$ cat config.mk
export PLATFORM = sky130hd
export DESIGN_NAME = wt_mult
export DESIGN_NICKNAME = d
export VERILOG_FILES = /design/src/rtl/wt_pkg.sv /design/src/rtl/wt_counter32.sv /design/src/rtl/wt_ppgen.sv /design/src/rtl/wt_csa_level.sv /design/src/rtl/wt_mult.sv
export SDC_FILE = /design/constraint.sdc
export NUM_CORES = 1
export LEC_CHECK = 0
export ABC_AREA = 1
export BUFFER_PORTS_ARGS = -buffer_cell sky130_fd_sc_hd__buf_2
export CAP_MARGIN = 20
export CORE_MARGIN = 3
export CORE_UTILIZATION = 55
export DETAILED_ROUTE_END_ITERATION = 8
export PLACE_DENSITY = 0.77
export SYNTH_ARGS = -nofsm -noshare
export SYNTH_HDL_FRONTEND = slang
export SYNTH_SLANG_ARGS = --single-unit
$ cat constraint.sdc
create_clock -name clk -period 2.2 [get_ports clk]
set_input_delay 0.55 -clock clk [delete_from_list [all_inputs] [get_ports clk]]
set_output_delay 0.55 -clock clk [all_outputs]
set_load 0.05 [all_outputs]
$ cat src/rtl/wt_pkg.sv
package wt_pkg;

    // Number of rows left after one level of 3:2 counters.
    function automatic int rows_next(input int r);
        if (r < 3) return r;
        return 2 * (r / 3) + (r % 3);
    endfunction

    // Number of rows left after k levels.
    function automatic int rows_after(input int r, input int k);
        int x;
        x = r;
        for (int i = 0; i < k; i++) x = rows_next(x);
        return x;
    endfunction

    // Number of levels needed to bring r rows down to at most two.
    function automatic int tree_levels(input int r);
        int x;
        int n;
        x = r;
        n = 0;
        while (x > 2) begin
            x = rows_next(x);
            n++;
        end
        return n;
    endfunction

    // Number of register stages: set mask bits at positions 0 to lv.
    function automatic int stage_count(input int lv, input logic [31:0] mask);
        int c;
        c = 0;
        for (int i = 0; i <= lv; i++) if (mask[i]) c++;
        return c;
    endfunction

endpackage

$ cat src/rtl/wt_counter32.sv
// Row-wide 3:2 counter: three rows of equal weight become a sum row and a
// carry row. The carry row is shifted one column toward the MSB.
module wt_counter32 #(
    parameter int W = 16
) (
    input  logic [W-1:0] x,
    input  logic [W-1:0] y,
    input  logic [W-1:0] z,
    output logic [W-1:0] s,
    output logic [W-1:0] c
);
    assign s = x ^ y ^ z;
    assign c = ((x & y) | (x & z) | (y & z)) << 1;
endmodule

$ cat src/rtl/wt_ppgen.sv
// One partial-product row per multiplier bit, placed at that bit's weight.
module wt_ppgen #(
    parameter int N = 8,
    parameter int M = 8,
    localparam int W = N + M
) (
    input  logic [N-1:0]   a,
    input  logic [M-1:0]   b,
    output logic [M*W-1:0] rows
);
    for (genvar j = 0; j < M; j++) begin : g_row
        assign rows[j*W +: W] = {{M{1'b0}}, a & {N{b[j]}}} << j;
    end
endmodule

$ cat src/rtl/wt_csa_level.sv
// One reduction level: each group of three rows feeds a counter, and
// leftover rows pass through unchanged.
module wt_csa_level #(
    parameter int RIN = 3,
    parameter int W   = 16,
    localparam int G    = RIN / 3,
    localparam int REM  = RIN % 3,
    localparam int ROUT = 2 * G + REM
) (
    input  logic [RIN*W-1:0]  rin,
    output logic [ROUT*W-1:0] rout
);
    for (genvar g = 0; g < G; g++) begin : g_grp
        wt_counter32 #(.W(W)) u_cnt (
            .x (rin[(3*g)*W   +: W]),
            .y (rin[(3*g+1)*W +: W]),
            .z (rin[(3*g+2)*W +: W]),
            .s (rout[(2*g)*W   +: W]),
            .c (rout[(2*g+1)*W +: W])
        );
    end
    for (genvar r = 0; r < REM; r++) begin : g_pass
        assign rout[(2*G+r)*W +: W] = rin[(3*G+r)*W +: W];
    end
endmodule

$ cat src/rtl/wt_mult.sv
module wt_mult #(
    parameter int          N         = 8,
    parameter int          M         = 8,
    parameter logic [31:0] PIPE_MASK = 32'h15
) (
    input  logic           clk,
    input  logic           rst_n,
    input  logic           in_valid,
    input  logic [N-1:0]   a,
    input  logic [M-1:0]   b,
    output logic           out_valid,
    output logic [N+M-1:0] product
);
    import wt_pkg::*;

    localparam int W      = N + M;
    localparam int LEVELS = tree_levels(M);
    localparam int RFIN   = rows_after(M, LEVELS);

    logic [M*W-1:0] pp_rows;

    wt_ppgen #(.N(N), .M(M)) u_pp (
        .a    (a),
        .b    (b),
        .rows (pp_rows)
    );

    // Reduction levels; the valid flag rides in the MSB of each bus.
    for (genvar k = 0; k < LEVELS; k++) begin : g_lvl
        localparam int RIN  = rows_after(M, k);
        localparam int ROUT = rows_after(M, k + 1);

        logic [RIN*W:0]    lv_in;
        logic [ROUT*W-1:0] lv_sum;
        logic [ROUT*W:0]   lv_q;

        if (k == 0) begin : g_src
            assign lv_in = {in_valid, pp_rows};
        end else begin : g_src
            assign lv_in = g_lvl[k-1].lv_q;
        end

        wt_csa_level #(.RIN(RIN), .W(W)) u_csa (
            .rin  (lv_in[RIN*W-1:0]),
            .rout (lv_sum)
        );

        if (PIPE_MASK[k]) begin : g_reg
            always_ff @(posedge clk or negedge rst_n) begin
                if (!rst_n) lv_q <= '0;
                else        lv_q <= {lv_in[RIN*W], lv_sum};
            end
        end else begin : g_wire
            assign lv_q = {lv_in[RIN*W], lv_sum};
        end
    end

    // Final carry-propagate adder on the two remaining rows.
    logic [RFIN*W:0] fin_in;
    logic [W-1:0]    fin_sum;

    if (LEVELS == 0) begin : g_fin_src
        assign fin_in = {in_valid, pp_rows};
    end else begin : g_fin_src
        assign fin_in = g_lvl[LEVELS-1].lv_q;
    end

    if (RFIN == 2) begin : g_cpa
        assign fin_sum = fin_in[W-1:0] + fin_in[2*W-1:W];
    end else begin : g_cpa
        assign fin_sum = fin_in[W-1:0];
    end

    if (PIPE_MASK[LEVELS]) begin : g_out_reg
        always_ff @(posedge clk or negedge rst_n) begin
            if (!rst_n) begin
                out_valid <= 1'b0;
                product   <= '0;
            end else begin
                out_valid <= fin_in[RFIN*W];
                product   <= fin_sum;
            end
        end
    end else begin : g_out_wire
        assign out_valid = fin_in[RFIN*W];
        assign product   = fin_sum;
    end

endmodule

# Word-level counts from Yosys, hierarchy flattened

Index checks and enable logic that the tools add are counted.

Bits in registers: 143
Bits of input ports: 19
Output and inout port bits: 17
Word-level logic and storage cells: 55

Add/subtract/negate cells: 1
Bitwise gates (word level): 50

Operator list:

| operator                      | number |
|---|---|
| bitwise AND 15 bit            | 10 |
| bitwise OR 15 bit             | 8 |
| bitwise XOR 16 bit            | 6 |
| bitwise AND 8 bit             | 8 |
| adder 16 bit                  | 1 |
| bitwise XOR 16 x 10 -> 16 bit | 1 |
| bitwise XOR 16 x 13 -> 16 bit | 1 |
| bitwise XOR 16 x 14 -> 16 bit | 1 |
| bitwise XOR 16 x 15 -> 16 bit | 1 |
| bitwise AND 14 x 15 -> 15 bit | 1 |
| bitwise AND 15 x 14 -> 15 bit | 1 |
| bitwise AND 11 x 13 -> 13 bit | 1 |
| bitwise AND 12 x 13 -> 13 bit | 1 |
| bitwise OR 12 x 13 -> 13 bit  | 1 |
| bitwise OR 13 bit             | 1 |
| bitwise AND 11 x 12 -> 12 bit | 1 |
| bitwise XOR 11 x 12 -> 12 bit | 1 |
| bitwise AND 8 x 10 -> 10 bit  | 1 |
| bitwise AND 9 x 10 -> 10 bit  | 1 |
| bitwise OR 10 bit             | 1 |
| bitwise OR 9 x 10 -> 10 bit   | 1 |
| bitwise AND 8 x 9 -> 9 bit    | 1 |
| bitwise XOR 8 x 9 -> 9 bit    | 1 |

# Depth between registers and ports, before layout

Gate-level depths: netlist (run 1).

Word-level depth: 6
Gate-level depth with buffers: 10
Mapped depth without buffers: 10

# Cells and area by module

Synthesis (run 1) repeated with hierarchy kept, for this count alone.

Cell total of the unflattened synthesis: 751
Area total of the unflattened synthesis: 8,488.1 um^2

Modules (own cells, without submodules):

| module                         | instances | cells an instance | area each (um^2) | sequential area each (um^2) |
|---|---|---|---|---|
| wt_mult                        | 1         | 338               | 5,003.5          | 4,078.9 |
| wt_counter32                   | 6         | 26                | 346.6            | 0.0 |
| wt_ppgen                       | 1         | 209               | 1,044.8          | 0.0 |
| wt_csa_level at g_lvl[0].u_csa | 1         | 32                | 240.2            | 0.0 |
| wt_csa_level at g_lvl[2].u_csa | 1         | 16                | 120.1            | 0.0 |

# Worst setup path before layout (run 1)

No wires, ideal clock.

Path kind: reg2reg
Start point: reg g_lvl[2].lv_q[5]
End point: reg product[13]
Library setup time: 0.117 ns
Arrival time: 1.734 ns
Data required time: 2.083 ns
Slack: 0.349 ns
Stages on the path, launching flop included: 10
Path buffers: 0
Period minus slack after synthesis: 1.851 ns
Path through: dfrtp_1 ha_1 ha_1 fa_1 nand2_1 nand3_1 nand3_1 nand2_1 nand2_1 nand2_1

Word-level cells in the longest chain between the ends: 4
Elaborated cells between the ends (all ways): 7
Classes of those cells: 1 x add/sub; 6 x bitwise

RTL lines:

| item                            | line               | text |
|---|---|---|
| start: declaration              | wt_mult.sv:35      | `logic [ROUT*W:0] lv_q;` |
| start signal: assignment        | wt_mult.sv:51      | `else lv_q <= {lv_in[RIN*W], lv_sum};` |
| bitwise AND 15 bit              | wt_counter32.sv:13 | `assign c = ((x & y) \| (x & z) \| (y & z)) << 1;` |
| bitwise OR 15 bit (2 in series) | wt_counter32.sv:13 |  |
| adder 16 bit *                  | wt_mult.sv:69      | `assign fin_sum = fin_in[W-1:0] + fin_in[2*W-1:W];` |
| named net fin_sum[13]           | wt_mult.sv:60      | `logic [W-1:0] fin_sum;` |
| end signal: assignment          | wt_mult.sv:81      | `product <= fin_sum;` |
| end: declaration                | wt_mult.sv:12      | `output logic [N+M-1:0] product` |

The timed path passes the listed nets; every way through them passes the cells marked *.

# Final worst setup path (run 1)

Start point: reg g_lvl[2].lv_q[9]
End point: reg product[12]

The elaborated chain is that of the path after synthesis.

==> results.sh, run 1 <==
export IMPL_cts_resized=0
export IMPL_dr_pass1_iters=4
export IMPL_via_per_inst=4.642
export IMPL_grt_max_degree=39
export IMPL_setup_tns_ns=0
export IMPL_avgSynthCellArea_um2=10.65
export IMPL_netlist_area_um2=4855
export IMPL_dpl_hpwl_um=5852
export IMPL_io_buffers=35
export IMPL_grt_pass1_wl_um=13580
export IMPL_post_route_period_util=0.9217
export IMPL_wl_met2_um=3899
export IMPL_root_buffer="clkbuf_8"
export IMPL_ys_flop_type="dfrtp_1"
export IMPL_hold_buffers=0
export IMPL_gp_congestion=0.9506
export IMPL_arrival_ns=2.28
export IMPL_dpl_instance_area_um2=5144
export IMPL_vias=2776
export IMPL_core_area_um2=8382
export IMPL_yosysMostFrequentCell="inv_1"
export IMPL_synth_area_leaders="dfrtp_1 (54%), fa_1 (16%), inv_1 (10%)"
export IMPL_met3_length_um=295
export IMPL_numCtsBuffers=9
export IMPL_row_count=33
export IMPL_synth_distinct_cells=17
export IMPL_synth_top_cell_area_share=0.5361
export IMPL_finalClockSkew_ns=0.007623
export IMPL_wl_per_cell_um=12.72
export IMPL_maxCapViolCount=0
export IMPL_syn_instance_count=456
export IMPL_stdcell_area_um2=5333
export IMPL_fin_nets=571
export IMPL_critical_path_required_ns=2.46
export IMPL_dp_cells=582
export IMPL_cp_max_fo=4
export IMPL_cp_endpoint="product[12]"
export IMPL_grt_overflow_total=0
export IMPL_wl_um=7607
export IMPL_seq_area_frac_synth=0.5361
export IMPL_yosys_area_top_type="dfrtp_1"
export IMPL_grt_use_total=0.1769
export IMPL_clock_sinks=104
export IMPL_cts_max_path_buffers=2
export IMPL_antenna_found_initial=0
export IMPL_hold_class="in -> async"
export IMPL_reg2reg_from="g_lvl[2].lv_q[9]"
export IMPL_clock_latency_ns=0.36
export IMPL_synth_commonest_cells="inv_1 (133), nand2_1 (105), dfrtp_1 (104)"
export IMPL_hold_viol_final=0
export IMPL_critical_path_class="reg -> reg"
export IMPL_rrSetupSlack_ns=0.17
export IMPL_rsz0062_at_grt="no"
export IMPL_min_period_ns=2.028
export IMPL_antennaDiodeCount=0
export IMPL_cts_tree="yes"
export IMPL_post_cts_buffers=0
export IMPL_die_area_um2=9990
export IMPL_fin_cells=598
export IMPL_drt_iter0_drc=79
export IMPL_fp_dieW_um=99.95
export IMPL_power_density_nw_per_um2=1006
export IMPL_synth_edf_count=0
export IMPL_initial_core_util=0.5792
export IMPL_htree_levels=3
export IMPL_rr_endpoint="product[12]"
export IMPL_ys_seq_elements=104
export IMPL_met1_length_um=3281
export IMPL_async_flop_share=1.000
export IMPL_total_leakage_power_nw=3.261
export IMPL_fill_cells=643
export IMPL_cp_start_kind="register"
export IMPL_final_util=0.6362
export IMPL_fmax_ghz=0.4931
export IMPL_worst_pin_slew_ns=0.3903
export IMPL_die_h_um=99.95
export IMPL_syn_to_final_growth_pct=9.845
export IMPL_cp_end_kind="register"
export IMPL_ant_nets=0
export IMPL_slew_violations=0
export IMPL_ys_warn_count=0
export IMPL_ir_drop_uv=367.1
export IMPL_crit_path_start="g_lvl[2].lv_q[9]"
export IMPL_drive_gt1_frac=0.1176
export IMPL_setup_viol=0
export IMPL_top_layer_used="met4"
export IMPL_maxSlewHeadroom=0.7398
export IMPL_drc_errors=0
export IMPL_clkTransAtPathRegs_ns=0.09
export IMPL_status="complete, no violations"
export IMPL_boundaryPins=36
export IMPL_syn_nets=539
export IMPL_grt_pass1_vias=2984
export IMPL_r2r_cells=8
[area by class of cell]
class | count | area [um^2] | area share
Inverter | 133 | 499.2 | 0.09362
Timing Repair Buffer | 37 | 217.7 | 0.04083
Tap cell | 105 | 131.4 | 0.02464
Multi-Input combinational cell | 203 | 1693 | 0.3175
Clock inverter | 5 | 57.56 | 0.01079
Clock buffer | 11 | 131.4 | 0.02464
Sequential cell | 104 | 2603 | 0.4880
[layer usage]
layer	track usage	vias up
li1	-	1336
met1	0.2315	1364
met2	0.2914	65
met3	0.03961	11
met4	0.06723	0
met5	0	-
[worst max-delay path: stages (launching register included)]
cell and delay, ns:
dfrtp_1 0.39, fa_1 0.48, ha_1 0.37, a21oi_1 0.26, nor2_1 0.07, nor2_1 0.16, nand2_1 0.08, nand2_1 0.07
nand2_1 0.05
[cell usage in the layout (no fill, tap or decap), drive strengths merged]
master    instances
nor2             10
or2               1
nand2           106
bufinv            1
clkinv            1
nand3            11
ha               25
nand4             2
buf              37
clkbuf           11
dfrtp           104
a21oi             4
xor2              4
fa               39
clkinvlp          3
inv             133
xnor2             1
[how the worst min path moves through the flow]
| stage | to | slack, ns |
|---|---|---|
| 2_1_floorplan | g_lvl[0].lv_q[0] | 0.25 |
| 3_3_place_gp | out_valid | 0.33 |
| 3_5_place_dp | g_lvl[2].lv_q[0] | 0.34 |
| 4_1_cts | g_lvl[0].lv_q[96] | 0.11 |
| 5_1_grt | out_valid | 0.10 |
| 6_report | g_lvl[2].lv_q[48] | 0.1 |
[cells by family (layout without fill, tap and decap cells)]
logic type               Yosys count  in the layout  synth area share
AO/OA/AOI/OAI                      4              4          0.004896
XOR/XNOR                           5              5          0.009020
adder cells (fa/ha/maj)           64             64            0.2253
buffers and inverters            149            186            0.1152
flip-flops                       104            104            0.5361
AND/OR/NAND/NOR                  130            130            0.1095
[stage by stage]
stage | power (mW) | setup WS, ns | hold WS [ns]
2_1_floorplan | 3.801 | 0.3491 | 0.2544
3_3_place_gp | 4.194 | 0.2816 | 0.3325
3_5_place_dp | 4.274 | 0.2456 | 0.3355
4_1_cts | 5.411 | 0.2233 | 0.1065
5_1_grt | 5.757 | 0.03349 | 0.1024
6_report | 5.365 | 0.1722 | 0.09670
[registers in the layout (all words and copies together), names as in the netlist]
name        count
g_lvl.lv_q     87
product        16
out_valid       1
[power breakdown]
group          internal, mW  leakage [nW]  total, mW  switching, mW
registers              2.23          1.31       2.34          0.107
logic                 0.586          1.86       1.87           1.29
clock network         0.525        0.0856       1.15          0.625
No activity file was read; power rests on OpenSTA's default activity.
==> run 2, diff against run 1 <==
Settings changed: CORE_ASPECT_RATIO set to 0.5.
==> results.sh, run 2 (same netlist as run 1, synthesis figures left out) <==
export IMPL_core_area_um2=8288
export IMPL_gp_congestion=0.8845
export IMPL_clkTransAtPathRegs_ns=0.07
export IMPL_total_leakage_power_nw=3.299
export IMPL_die_h_um=72.44
export IMPL_ant_nets=0
export IMPL_dpl_instance_area_um2=5147
export IMPL_setup_slack_ns=0.2045
export IMPL_hold_class="in -> async"
export IMPL_vias=2793
export IMPL_cts_tree="yes"
export IMPL_numCtsBuffers=9
export IMPL_final_util=0.6543
export IMPL_cts_max_path_buffers=2
export IMPL_finalPower_mw=5.763
export IMPL_io_buffers=35
export IMPL_dp_cells=590
export IMPL_post_route_period_util=0.9071
export IMPL_via_per_inst=4.617
export IMPL_maxCapViolCount=0
export IMPL_stdcell_area_um2=5423
export IMPL_fp_dieW_um=138.9
export IMPL_antennaDiodeCount=0
export IMPL_rsz0062_at_grt="no"
export IMPL_top_regs="g_lvl.lv_q: 87 flops, product: 16 flops, out_valid: 1 flops"
export IMPL_drt_iter0_drc=153
export IMPL_fin_nets=572
export IMPL_mostFrequentLayoutCells="inv_1 (133), nand2_1 (105), dfrtp_1 (104), fa_1 (39), buf_2 (34)"
export IMPL_clock_sinks=104
export IMPL_antenna_found_initial=0
export IMPL_grt_overflow_total=0
export IMPL_met1_length_um=4129
export IMPL_rrSetupSlack_ns=0.20
export IMPL_arrival_ns=2.23
export IMPL_pre_cts_ws_ns=0.1659
export IMPL_power_density_nw_per_um2=1063
export IMPL_die_area_um2=10060
export IMPL_final_common_cell="inv_1"
export IMPL_min_period_ns=1.996
export IMPL_wl_um=8456
export IMPL_status="complete, no violations"
export IMPL_hold_viol_final=0
export IMPL_syn_to_final_growth_pct=11.70
export IMPL_top_register="g_lvl.lv_q"
export IMPL_root_buffer="clkbuf_16"
export IMPL_drc_errors=0
export IMPL_setup_viol=0
export IMPL_whs_ns=0.1101
export IMPL_maxSlewHeadroom=0.7674
export IMPL_initial_core_util=0.5857
export IMPL_slew_violations=0
export IMPL_top_layer_used="met4"
export IMPL_grt_use_total=0.1933
export IMPL_reg2reg_from="g_lvl[2].lv_q[10]"
export IMPL_boundaryPins=36
export IMPL_ir_drop_uv=647.2
export IMPL_hold_buffers=0
export IMPL_cp_start_kind="register"
export IMPL_cp_end_kind="register"
export IMPL_row_count=23
export IMPL_clock_latency_ns=0.35
export IMPL_met3_length_um=380
export IMPL_finalClockSkew_ns=0.007311
export IMPL_rr_endpoint="product[15]"
export IMPL_htree_levels=3
export IMPL_largest_register_ffs=87
export IMPL_grt_pass1_vias=3005
export IMPL_dr_pass1_iters=5
export IMPL_fmax_ghz=0.5011
export IMPL_setup_tns_ns=0
export IMPL_fin_cells=605
export IMPL_r2r_cells=10
export IMPL_wl_per_cell_um=13.98
export IMPL_critical_path_class="reg -> reg"
export IMPL_grt_pass1_wl_um=14830
export IMPL_wl_met2_um=3834
export IMPL_cp_max_fo=4
export IMPL_grt_max_degree=47
export IMPL_worst_pin_slew_ns=0.3489
export IMPL_post_cts_buffers=0
export IMPL_drive_gt1_frac=0.1217
export IMPL_critical_path_required_ns=2.43
export IMPL_dpl_hpwl_um=6380
run 2: power by group:
part	internal [mW]	leakage [nW]	switching, mW
logic	0.609	1.86	1.33
clock network	0.773	0.123	0.698
registers	2.24	1.31	0.117
run 2: cell type report:
class	instances	area, um^2
Fill cell	626	2865
Sequential cell	104	2603
Multi-Input combinational cell	203	1697
Inverter	133	499.2
Clock buffer	10	229.0
Timing Repair Buffer	38	212.7
Tap cell	112	140.1
Clock inverter	5	42.54
run 2: what timing repair did:
action,CTS,global route
endpoints found under the hold margin,0,0
setup endpoints to repair,0,1
resized for setup,0,1
run 2: critical path, cell delays in order (launching register included):
cell	delay [ns]
dfrtp_1	0.40
fa_1	0.50
ha_1	0.41
nand2_2	0.12
inv_1	0.04
nand2_1	0.09
nand2_1	0.07
nand2_1	0.08
nand3_1	0.07
nand2_1	0.06
nand2_1	0.05
run 2: per-layer routing:
metal | global-route usage | vias to the layer above
met2 | 0.3020 | 67
met4 | 0.06508 | 0
met1 | 0.2701 | 1372
li1 | - | 1340
met3 | 0.05135 | 14
met5 | 0 | -
run 2: how the worst max path moves through the flow:
stage,from,end,slack [ns],cells after the start
after floorplan,g_lvl[2].lv_q[5],product[13],0.35,9
after global placement,g_lvl[2].lv_q[9],product[12],0.15,8
after detailed placement,g_lvl[2].lv_q[9],product[12],0.17,8
after CTS,g_lvl[2].lv_q[9],product[12],0.16,8
after global routing,g_lvl[2].lv_q[9],product[14],0.08,10
final,g_lvl[2].lv_q[10],product[15],0.20,10
